### src/rtl/xcvr_pkg.sv
package xcvr_pkg;

  localparam logic [1:0] MC_LOW   = 2'b00;
  localparam logic [1:0] MC_HIGH  = 2'b01;
  localparam logic [1:0] MC_FLOAT = 2'b10;

  typedef enum logic [1:0] {
    OP_LOWPWR,
    OP_NORMAL,
    OP_FAST,
    OP_LOOP
  } op_mode_e;

  typedef enum logic [1:0] {
    PS_STBY,
    PS_ACTIVE,
    PS_COUNT,
    PS_SLEEP
  } pwr_state_e;

endpackage

### src/rtl/xcvr_sync.sv
module xcvr_sync #(
  parameter int WIDTH  = 1,
  parameter int STAGES = 2
) (
  input  logic             clk,
  input  logic             por_n,
  input  logic [WIDTH-1:0] din,
  output logic [WIDTH-1:0] dout
);

  logic [WIDTH-1:0] stg [STAGES];

  always_ff @(posedge clk or negedge por_n) begin
    if (!por_n) stg[0] <= '0;
    else        stg[0] <= din;
  end

  for (genvar g = 1; g < STAGES; g++) begin : g_stage
    always_ff @(posedge clk or negedge por_n) begin
      if (!por_n) stg[g] <= '0;
      else        stg[g] <= stg[g-1];
    end
  end

  assign dout = stg[STAGES-1];

endmodule

### src/rtl/xcvr_mode_dec.sv
module xcvr_mode_dec
  import xcvr_pkg::*;
(
  input  logic       stby_s,
  input  logic [1:0] mode_code,
  input  logic       tx_s,
  input  logic       bus_s,
  input  logic       therm_off,
  output op_mode_e   op_mode,
  output logic       drv_en,
  output logic       shape_en,
  output logic       rx_out
);

  always_comb begin
    if (!stby_s) begin
      op_mode = OP_LOWPWR;
    end else begin
      unique case (mode_code)
        MC_LOW:  op_mode = OP_NORMAL;
        MC_HIGH: op_mode = OP_FAST;
        default: op_mode = OP_LOOP;   // float and illegal code both isolate the bus
      endcase
    end
  end

  always_comb begin
    drv_en   = 1'b0;
    shape_en = 1'b1;
    rx_out   = ~bus_s;
    unique case (op_mode)
      OP_NORMAL: drv_en = tx_s & ~therm_off;
      OP_FAST: begin
        drv_en   = tx_s & ~therm_off;
        shape_en = 1'b0;
      end
      OP_LOOP:   rx_out = ~tx_s;
      default: ;
    endcase
  end

endmodule

### src/rtl/xcvr_pwr_seq.sv
module xcvr_pwr_seq
  import xcvr_pkg::*;
#(
  parameter int SLEEP_CYCLES = 16000
) (
  input  logic clk,
  input  logic por_n,
  input  logic stby_s,
  input  logic bus_s,
  input  logic lwake_s,
  output logic supply_en
);

  localparam int CW = $clog2(SLEEP_CYCLES + 1);
  localparam logic [CW-1:0] LAST = CW'(SLEEP_CYCLES - 1);

  pwr_state_e      state, state_nx;
  logic [CW-1:0]   cnt, cnt_nx;
  logic            lwake_d;
  logic            wake;

  always_ff @(posedge clk or negedge por_n) begin
    if (!por_n) lwake_d <= 1'b0;
    else        lwake_d <= lwake_s;
  end

  assign wake = bus_s | (lwake_s ^ lwake_d) | stby_s;

  always_comb begin
    state_nx = state;
    cnt_nx   = cnt;
    if (stby_s) begin
      state_nx = PS_ACTIVE;
      cnt_nx   = '0;
    end else begin
      unique case (state)
        PS_ACTIVE: begin
          state_nx = PS_COUNT;   // falling edge of standby: start timeout
          cnt_nx   = '0;
        end
        PS_COUNT: begin
          if (cnt == LAST) state_nx = PS_SLEEP;
          else             cnt_nx   = cnt + 1'b1;
        end
        PS_SLEEP: if (wake) state_nx = PS_STBY;
        default: ;
      endcase
    end
  end

  always_ff @(posedge clk or negedge por_n) begin
    if (!por_n) begin
      state <= PS_STBY;
      cnt   <= '0;
    end else begin
      state <= state_nx;
      cnt   <= cnt_nx;
    end
  end

  assign supply_en = (state != PS_SLEEP);

endmodule

### src/rtl/xcvr_therm_latch.sv
module xcvr_therm_latch (
  input  logic clk,
  input  logic por_n,
  input  logic overtemp,
  input  logic tx_s,
  output logic therm_off
);

  logic tx_d;

  always_ff @(posedge clk or negedge por_n) begin
    if (!por_n) begin
      tx_d      <= 1'b0;
      therm_off <= 1'b0;
    end else begin
      tx_d <= tx_s;
      if (overtemp)            therm_off <= 1'b1;
      else if (tx_s && !tx_d)  therm_off <= 1'b0;
    end
  end

endmodule

### src/rtl/vbus_xcvr_ctrl.sv
module vbus_xcvr_ctrl
  import xcvr_pkg::*;
#(
  parameter int SLEEP_CYCLES = 16000,
  parameter int SYNC_STAGES  = 2
) (
  input  logic       clk,
  input  logic       por_n,
  input  logic       stby_ctl,
  input  logic [1:0] mode_code,
  input  logic       tx_data,
  input  logic       bus_active,
  input  logic       lwake,
  input  logic       overtemp,
  output logic       drv_en,
  output logic       shape_en,
  output logic       rx_out,
  output logic       supply_en
);

  localparam int NSYNC = 4;

  logic [NSYNC-1:0] raw_in, syn;
  logic             stby_s, tx_s, bus_s, lwake_s;
  logic             therm_off;
  op_mode_e         op_mode;

  assign raw_in = {lwake, bus_active, tx_data, stby_ctl};
  assign {lwake_s, bus_s, tx_s, stby_s} = syn;

  xcvr_sync #(.WIDTH(NSYNC), .STAGES(SYNC_STAGES)) u_sync (
    .clk(clk), .por_n(por_n), .din(raw_in), .dout(syn)
  );

  xcvr_therm_latch u_therm (
    .clk(clk), .por_n(por_n), .overtemp(overtemp), .tx_s(tx_s),
    .therm_off(therm_off)
  );

  xcvr_pwr_seq #(.SLEEP_CYCLES(SLEEP_CYCLES)) u_pwr (
    .clk(clk), .por_n(por_n), .stby_s(stby_s), .bus_s(bus_s),
    .lwake_s(lwake_s), .supply_en(supply_en)
  );

  xcvr_mode_dec u_dec (
    .stby_s(stby_s), .mode_code(mode_code), .tx_s(tx_s), .bus_s(bus_s),
    .therm_off(therm_off), .op_mode(op_mode), .drv_en(drv_en),
    .shape_en(shape_en), .rx_out(rx_out)
  );

endmodule

### config.mk
export PLATFORM = sky130hd
export DESIGN_NAME = vbus_xcvr_ctrl
export DESIGN_NICKNAME = d
export VERILOG_FILES = /design/src/rtl/xcvr_pkg.sv /design/src/rtl/xcvr_sync.sv /design/src/rtl/xcvr_mode_dec.sv /design/src/rtl/xcvr_pwr_seq.sv /design/src/rtl/xcvr_therm_latch.sv /design/src/rtl/vbus_xcvr_ctrl.sv
export SDC_FILE = /design/constraint.sdc
export NUM_CORES = 1
export LEC_CHECK = 0
export ABC_AREA = 0
export CAP_MARGIN = 25
export CORE_UTILIZATION = 60
export CTS_CLUSTER_DIAMETER = 150
export CTS_CLUSTER_SIZE = 8
export DETAILED_ROUTE_END_ITERATION = 8
export DONT_BUFFER_PORTS = 1
export PLACE_DENSITY = 0.76
export SYNTH_ARGS = -nofsm -noshare
export SYNTH_HDL_FRONTEND = slang
export SYNTH_SLANG_ARGS = --single-unit
### constraint.sdc
create_clock -name clk -period 3.4 [get_ports clk]
set_clock_uncertainty 0.1 [all_clocks]
set_input_delay 0.17 -clock clk [delete_from_list [all_inputs] [get_ports clk]]
set_output_delay 0.17 -clock clk [all_outputs]
set_load 0.01 [all_outputs]
==> Word-level counts from Yosys, hierarchy flattened <==
Index checks and enable logic that the tools add are counted.
{ "totals": {"ff_bits": 27, "input_bits": 9, "output_inout_bits": 4, "wordCells": 50} }
{ "classes": {"bitwise_logic": 7, "muxes": 14, "add_sub_neg": 1, "n_eq_ne": 12, "n_reduce_logical": 9} }
{ "op_table": {"columns": ["operator", "count"], "rows": [
  ["$mux W14", 2],
  ["$pmux W14 S2", 1],
  ["$add A14 B1 Y14 const B", 1],
  ["$eq A14 B14 Y1 const B", 1],
  ["$eq A2 B2 Y1 const B", 4],
  ["$mux W2", 4],
  ["$eq A2 B1 Y1 const B", 3],
  ["$ne A3 B2 Y1 const B", 2],
  ["$pmux W2 S3", 1],
  ["$mux W1", 5],
  ["$pmux W2 S2", 1],
  ["$reduce_bool A4 Y1", 1],
  ["$ne A3 B3 Y1 const B", 1],
  ["$not A1 Y1", 3],
  ["$reduce_and A3 Y1", 1],
  ["$reduce_bool A3 Y1", 1],
  ["$logic_not A2 Y1", 1],
  ["$ne A2 B2 Y1 const B", 1],
  ["$or A1 B1 Y1", 2],
  ["$reduce_and A2 Y1", 1],
  ["$reduce_bool A2 Y1", 1],
  ["$reduce_or A2 Y1", 1],
  ["$and A1 B1 Y1", 1],
  ["$logic_and A1 B1 Y1", 1],
  ["other kinds (2)", 2]
]} }

==> Longest topological paths before layout <==
Gate-level depths: netlist of run 1.
{ "logic_depth": {"depth_word": 6, "mapped_depth": 6, "depth_no_buf": 6} }

==> Cells and area by module <==
Synthesis of run 1 repeated with hierarchy kept, for this count alone.
{ "unflattened": {"hier_cells": 113, "hier_area_um2": 1293.7} }
{ "by_module_without_submodules": {"columns": ["mod", "instances", "seq_area_each_um2", "area_per_inst_um2", "cells_each"], "rows": [
  ["xcvr_pwr_seq", 1, 425.4, 952.2, 90],
  ["xcvr_sync", 1, 200.2, 230.2, 12],
  ["xcvr_therm_latch", 1, 50.0, 63.8, 4],
  ["xcvr_mode_dec", 1, 0.0, 47.5, 7]
]} }

==> Least setup slack after synthesis of run 1 <==
Ideal clock, no wire load.
{ "synth_path": {"kind": "reg-to-reg", "start": "reg u_pwr.cnt[0]", "end": "reg u_pwr.cnt[8]", "t_arrival_ps": 1293, "n_path_buf": 0, "slack_ps": 1896, "t_required_ps": 3190, "stages_incl_launch_ff": 7, "period_less_slack_ps": 1504, "setup_time_ps": 110, "cell_sequence": "dfrtp_1 -> ha_1 -> and3_2 -> and2_1 -> a31oi_1 -> o21ai_0 -> o41ai_1"} }
{ "synth_between": {"elab_chain_cells": 4, "elab_cells_between_ends": 7, "cone_classes": "add/sub: 1; eq/ne: 2; mux: 3; reduce/logical: 1"} }
{ "synth_rtl": {"columns": ["element", "line_no", "text"], "rows": [
  ["start, declared", "xcvr_pwr_seq.sv:18", "logic [CW-1:0] cnt, cnt_nx;"],
  ["start signal, assigned", "xcvr_pwr_seq.sv:57", "cnt <= cnt_nx;"],
  ["$add A14 B1 Y14", "xcvr_pwr_seq.sv:43", "else cnt_nx = cnt + 1'b1;"],
  ["$mux W14", "xcvr_pwr_seq.sv:42", "if (cnt == LAST) state_nx = PS_SLEEP;"],
  ["$pmux W14 S2", "xcvr_pwr_seq.sv:36", "unique case (state)"],
  ["$mux W14", "xcvr_pwr_seq.sv:32", "if (stby_s) begin"]
]} }
Parallel ways exist; a longest one is shown, timed or not. The select of a mux whose other input is x is not followed.
A chain may end at the register's enable or synchronous reset.

==> Final worst setup path of run 1 <==
{ "layout_path": {"start": "reg u_pwr.state[0]", "end": "reg u_pwr.cnt[8]"} }
{ "layout_between": {"elab_chain_cells": 3, "elab_cells_between_ends": 7, "cone_classes": "eq/ne: 3; mux: 2; reduce/logical: 2"} }
{ "layout_rtl": {"columns": ["element", "line_no", "text"], "rows": [
  ["start, declared", "xcvr_pwr_seq.sv:17", "pwr_state_e state, state_nx;"],
  ["start signal, assigned", "xcvr_pwr_seq.sv:56", "state <= state_nx;"],
  ["$eq A2 B2 Y1 / $eq A2 B1 Y1 (equally long branches)", "xcvr_pwr_seq.sv:36", null],
  ["$pmux W14 S2, or another cell as far along", "xcvr_pwr_seq.sv:36", null],
  ["$mux W14 / $reduce_and A2 Y1 (equally long branches)", null, null]
]} }
Parallel ways exist; a longest one is shown, timed or not.

==> results of run 1 <==
metal layers:
layer | up-vias | track usage | share of wire
li1 | 433 | - | -
met5 | - | 0 | 0
met2 | 30 | 0.4028 | 0.50
met3 | 2 | 0.03462 | 0.047
met1 | 417 | 0.3094 | 0.44
met4 | 0 | 0.06857 | 0.0045
cell usage in the layout (no fill, tap or decap), types with 2 or more instances in the layout:
cell           count
or3_1              2
dfrtp_1           27
nand2b_1           2
a21oi_1            5
o21ai_0           12
a21o_1             3
inv_1              3
o31ai_1            5
and2_1             3
and3_2             2
dlygate4sd3_1      6
nor2_1             7
nand4_1            2
xor2_1             3
nand3b_1           2
and3_1             2
nand3_1            3
a31oi_1            3
clkbuf_4           3
nand2_1           10
synthesized netlist by cell type, types with 2 or more instances:
cell,instances,area share
a21o_1,3,0.018
a21oi_1,5,0.020
a31oi_1,3,0.015
and2_1,3,0.015
and3_1,2,0.010
and3_2,2,0.012
buf_2,2,0.0082
dfrtp_1,27,0.55
inv_1,3,0.0092
nand2_1,10,0.031
nand2b_1,2,0.010
nand3_1,3,0.012
nand3b_1,2,0.012
nand4_1,2,0.010
nor2_1,7,0.021
o21ai_0,12,0.049
o31ai_1,5,0.031
or3_1,2,0.010
xor2_1,3,0.021
area by class of cell:
| cell class | instances | area, um2 | share of cell area |
|---|---|---|---|
| sequential | 27 | 675.6 | 0.4972 |
| multi-input combinational | 81 | 529.3 | 0.3895 |
| timing repair buffer | 7 | 80.08 | 0.05893 |
| tap | 25 | 31.28 | 0.02302 |
| clock buffer | 3 | 22.52 | 0.01657 |
| inverter | 3 | 11.26 | 0.008287 |
| clock inverter | 1 | 8.758 | 0.006446 |
through the flow:
step / hold WS [ps] / utilization / area, um2
after floorplan: -225.6 / - / 1226
after global placement: -225.1 / 0.6852 / 1247
after detailed placement: -225.1 / 0.6852 / 1247
after CTS: 140.2 / 0.7464 / 1359
after global routing: 171.1 / 0.7464 / 1359
final: 162.2 / 0.7464 / 1359
what timing repair did:
item / 4_1_cts / 5_1_grt
hold endpoints to repair: 32 / 0
hold buffers: 7 / 0
resized for setup: 0 / 0
worst max-delay path, delay by kind of cell, from the launching register on:
kind / cells / cell delay (ps)
AO/OA/AOI/OAI: 2 / 620
AND/OR/NAND/NOR: 2 / 540
flip-flops: 1 / 450
power groups by stage:
| stage | Clock (mW) | Combinational (mW) | Sequential (mW) |
|---|---|---|---|
| after global placement | 0 | 0.0236 | 0.343 |
| after CTS | 0.148 | 0.0390 | 0.338 |
| after global routing | 0.157 | 0.0438 | 0.340 |
| final | 0.147 | 0.0388 | 0.338 |
| after floorplan | 0 | 0.0208 | 0.342 |
| after detailed placement | 0 | 0.0245 | 0.344 |
registers in the layout, summed over array words and instances, names as in the netlist:
name               flops
u_pwr.cnt             14
u_sync.dout            4
u_sync.stg             4
u_pwr.state            2
u_pwr.lwake_d          1
u_therm.therm_off      1
u_therm.tx_d           1
kinds of logic after synthesis:
family | share of synthesized area
simple gates | 0.2163
xor+xnor | 0.02143
buf+inv | 0.01735
fa+ha+maj | 0.01020
flops | 0.5510
compound gates | 0.1755
mux | 0.008164
worst paths after layout:
kind                                             from  depth (start not counted)  slack, ps                         to
max                        u_pwr.state[0]$_DFFE_PN0P_                          4       1570   u_pwr.cnt[8]$_DFFE_PN0P_
min                                             por_n                          2        160   u_pwr.cnt[4]$_DFFE_PN0P_
max reg2reg                u_pwr.state[0]$_DFFE_PN0P_                          4       1570   u_pwr.cnt[8]$_DFFE_PN0P_
min reg2reg                   u_sync.stg[6]$_DFF_PN0_                          0        270   u_sync.dout[2]$_DFF_PN0_
max in group asynchronous                       por_n                          2       2880  u_pwr.cnt[13]$_DFFE_PN0P_
min in group clk              u_sync.stg[6]$_DFF_PN0_                          0        270   u_sync.dout[2]$_DFF_PN0_
==> impl_metrics.csv, run 1 <==
group,metric,value,unit
hold_path,worstHoldPathType,"input pin to async pin",
grt,grt_pass1_wl,3525,um
setup_path,critical_path_class,"flop to flop",
pwr,p_leak,0.5988,nW
detailed_routing,vias,882,
sta,fin_crit,1830,ps
pwr,comb_power_share,0.074,
die,die_area,2228,um2
detailed_routing,first_iter_violations,28,
sta,drv_slew,0,
status,status,"finished, final reports clean",
grt,groute.usage.overall,0.2349,
yosys,synth.avg_cell_area,10.85,um2
setup_path,cp_max_fo,11,
clock_network,clkTransAtPathRegs,160,ps
pwr,irDropWorstVdd,0.0002960,V
sta,finalHoldViolCount,0,
setup_path,cp_data_required_time,3520,ps
yosys,ys_warn_count,0,
pwr,p_clk_frac,0.280,
yosys,synth.cell_area,1226,um2
setup_path,arrival,1950,ps
detailed_routing,drc,0,
setup_path,cpMaxStageDelayCell,"dfrtp_1",
final_layout,drive_above_1_share,0.1066,
clock_network,clock-sinks,27,
clock_network,ctsHtreeMaxLevel,1,
clock_network,clk_latency,330,ps
final_layout,final_nets,133,
yosys,mappedNetlistNets,123,
sta,relSlewSlack,0.6288,
pwr,power_switching,0.1288,mW
setup_path,crit_path_end_kind,"flop",
grt,grt_pass1_vias,791,
clock_network,cts_max_path_buffers,2,
pwr,p_sw_frac,0.2460,
yosys,ys_ff_latch,27,
place,dp_hpwl,1517,um
detailed_routing,final_antenna_net_count,0,
place,numPortBuffers,0,
yosys,yosysSeqAreaShare,0.5510,
pwr,p_per_area,385.4,nW/um2
detailed_routing,routed_wirelength,2239,um
final_layout,fin_cells,147,
die,die_w,47.21,um
yosys,synth_enable_flop_cells,0,
yosys,ys_async_sr_fraction,1.000,
final_layout,area_growth,10.82,%
sta,fin_crit_sh,0.5382,
sta,setup_tns,0,ps
place,place_inst,136,
setup_path,max_stage_delay,450,ps
final_layout,antenna_cells,0,
sta,rsz0062_at_grt,"false",
yosys,synthFlopType,"dfrtp_1",
pwr,p_int,0.3948,mW
die,start_util,0.6735,
sta,setup_ws,1570,ps
grt,grt_max_degree,28,
final_layout,num-fill-cells,135,
setup_path,startpoint_type,"flop",
pwr,seq_power_share,0.646,
detailed_routing,drt-vias-per-instance,6.000,
die,core-area,1821,um2
die,die-height,47.21,um
detailed_routing,wire_per_inst,15.23,um
yosys,synth_cell_types,34,
sta,tightest_slew,549.3,ps
setup_path,crit_chain,"and2b_4 > nand2b_1 > o21bai_2 > o41ai_1",
die,rows,15,
clock_network,cts_tree,"yes",
sta,setup_violations,0,
clock_network,postCtsSetupRepairBufs,0,
grt,overflow,0,
detailed_routing,first_pass_iters,4,
die,ios,13,
clock_network,cts-root-buf,"clkbuf_4",
place,pre_cts_ws,1613,ps
clock_network,cts_buffers,3,
sta,fmax,0.5465,GHz
pwr,p_total,0.5237,mW
flow_run,cap_violations,0,
place,globalplace.congestion,0.7849,
yosys,syn_inst,113,
grt,antenna_found_initial,0,
Power figures use the tool's default switching activity.
==> inputs of run 2 (changes only) <==
- CORE_UTILIZATION: 60 -> 54
- PLACE_DENSITY: 0.76 -> 0.72
- clock period: 3.4 -> 1.48 ns (I/O delays scaled with it)
==> impl_metrics.csv, run 2 (synthesis results as in run 1) <==
group,metric,value,unit
flow_run,cap_violations,0,
grt,antenna_found_initial,0,
setup_path,ff2ff_setup_slack,-140,ps
pwr,seq_power_share,0.618,
sta,fmax,0.6155,GHz
status,status,"finished with violations",
final_layout,area_growth,34.59,%
setup_path,startpoint_type,"flop",
grt,grt_pass1_wl,4422,um
final_layout,largest_reg_flops,14,
detailed_routing,final_antenna_net_count,0,
grt,overflow,0,
die,die_area,2465,um2
sta,rsz0062_at_grt,"true",
setup_path,r2r_cells,6,
sta,setup_tns,-1366,ps
pwr,p_int,0.9333,mW
setup_path,critical_path_class,"flop to flop",
pwr,p_leak,0.7416,nW
sta,fin_crit_sh,1.098,
sta,setup_violations,14,
clock_network,cts_buffers,3,
setup_path,cp_data_required_time,1630,ps
die,core-area,2042,um2
clock_network,cts_tree,"yes",
detailed_routing,drt-vias-per-instance,5.780,
die,start_util,0.6005,
final_layout,top_register,"u_pwr.cnt",
clock_network,clock-sinks,27,
die,die-height,49.65,um
detailed_routing,wire_per_inst,16.59,um
pwr,power_switching,0.3218,mW
sta,relSlewSlack,0.7608,
status,violations,"setup timing",
die,die_w,49.65,um
pwr,p_sw_frac,0.2564,
final_layout,post-route-util,0.8082,
pwr,irDropWorstVdd,0.0006814,V
clock_network,cts_max_path_buffers,2,
sta,setup_ws,-144.8,ps
detailed_routing,first_pass_iters,4,
setup_path,r2r-start,"u_pwr.cnt[0]$_DFFE_PN0P_",
clock_network,cts-root-buf,"clkbuf_4",
grt,grt_max_degree,28,
die,rows,16,
hold_path,worstHoldPathType,"input pin to async pin",
sta,tightest_slew,358.8,ps
place,dp_hpwl,1672,um
detailed_routing,first_iter_violations,21,
place,globalplace.congestion,0.8123,
clock_network,ctsHtreeMaxLevel,1,
die,ios,13,
clock_network,clkTransAtPathRegs,150,ps
detailed_routing,routed_wirelength,2870,um
setup_path,arrival,1770,ps
pwr,p_per_area,760.5,nW/um2
final_layout,final_cell_mix,"27 x dfrtp_1, 22 x buf_4, 8 x nand2_1, 8 x o21ai_1, 7 x nor2_1",
sta,finalHoldViolCount,0,
final_layout,drive_above_1_share,0.3425,
grt,grt_pass1_vias,953,
setup_path,reg2reg_to,"u_pwr.cnt[4]$_DFFE_PN0P_",
final_layout,antenna_cells,0,
setup_path,cp_max_fo,5,
place,pre_cts_ws,-92.03,ps
place,numPortBuffers,0,
sta,drv_slew,0,
pwr,p_clk_frac,0.274,
detailed_routing,vias,1000,
setup_path,crit_path_end_kind,"flop",
sta,hold_ws,52.63,ps
detailed_routing,drc,0,
final_layout,final_common_cell,"dfrtp_1",
clock_network,clk_latency,340,ps
grt,groute.usage.overall,0.2498,
sta,fin_crit,1625,ps
pwr,comb_power_share,0.108,
final_layout,final_nets,157,
-- run 2: changes by cell type in the layout (fill, tap and decap cells not counted), moves of 2 or more --
cell     change
and3_4       +2
o21ai_1      +8
o21ai_2      +2
buf_4       +22
a31oi_1      -2
nand2_1      -2
o21ai_0     -10
-- run 2: routing by layer --
layer  up-vias  global-route usage  part of all wire  routed length, um
met5         -                   0                 0                  0
met4         0              0.1143             0.018                 53
met3         5             0.05864             0.035                101
met2        21              0.4032              0.50               1443
met1       495              0.3170              0.44               1273
li1        479                   -                 -                  -
-- run 2: repair_timing --
action	CTS	global route
setup endpoints to repair	14	17
resized for setup	11	19
buffers inserted	3	4
hold buffers	7	0
pin swaps	5	10
hold endpoints to repair	32	0
gates cloned	1	0
-- run 2: per-stage QoR --
step | std cells | area [um2] | power (mW)
final | 173 | 1650 | 1.255
after global routing | 173 | 1650 | 1.307
after CTS | 170 | 1546 | 1.234
after detailed placement | 155 | 1381 | 0.8603
after global placement | 155 | 1381 | 0.8557
after floorplan | 113 | 1230 | 0.8335
-- run 2: area by class of cell --
class | count | area (um2)
Clock inverter | 1 | 8.758
Clock buffer | 3 | 22.52
Fill cell | 123 | 391.6
Multi-Input combinational cell | 82 | 641.9
Timing Repair Buffer | 30 | 256.5
Tap cell | 27 | 33.78
Inverter | 3 | 11.26
Sequential cell | 27 | 675.6
-- run 2: how the worst max path moves through the flow --
stage / startpoint / endpoint / depth (start not counted) / slack (ps)
6_report: u_pwr.cnt[0]$_DFFE_PN0P_ / u_pwr.cnt[4]$_DFFE_PN0P_ / 6 / -140
2_1_floorplan: u_pwr.cnt[0]$_DFFE_PN0P_ / u_pwr.cnt[10]$_DFFE_PN0P_ / 5 / 1
4_1_cts: u_pwr.cnt[0]$_DFFE_PN0P_ / u_pwr.cnt[7]$_DFFE_PN0P_ / 6 / -100
3_5_place_dp: u_pwr.cnt[0]$_DFFE_PN0P_ / u_pwr.cnt[0]$_DFFE_PN0P_ / 5 / -90
5_1_grt: u_pwr.cnt[0]$_DFFE_PN0P_ / u_pwr.cnt[4]$_DFFE_PN0P_ / 6 / -210
3_3_place_gp: u_pwr.cnt[0]$_DFFE_PN0P_ / u_pwr.cnt[10]$_DFFE_PN0P_ / 5 / -60
-- run 2: critical path, cell delays in order, from the launching register on --
cell     delay [ps]
dfrtp_1         410
ha_2            200
and3_4          230
nand4_4         160
a21oi_4         250
o21ai_1         100
o31ai_1          80
-- run 2: power by group through the flow --
stage          Sequential (mW)  Combinational (mW)  Clock (mW)
2_1_floorplan            0.786              0.0479           0
3_3_place_gp             0.786              0.0700           0
3_5_place_dp             0.788              0.0725           0
4_1_cts                  0.774               0.116       0.344
5_1_grt                  0.779               0.148       0.380
6_report                 0.776               0.136       0.343
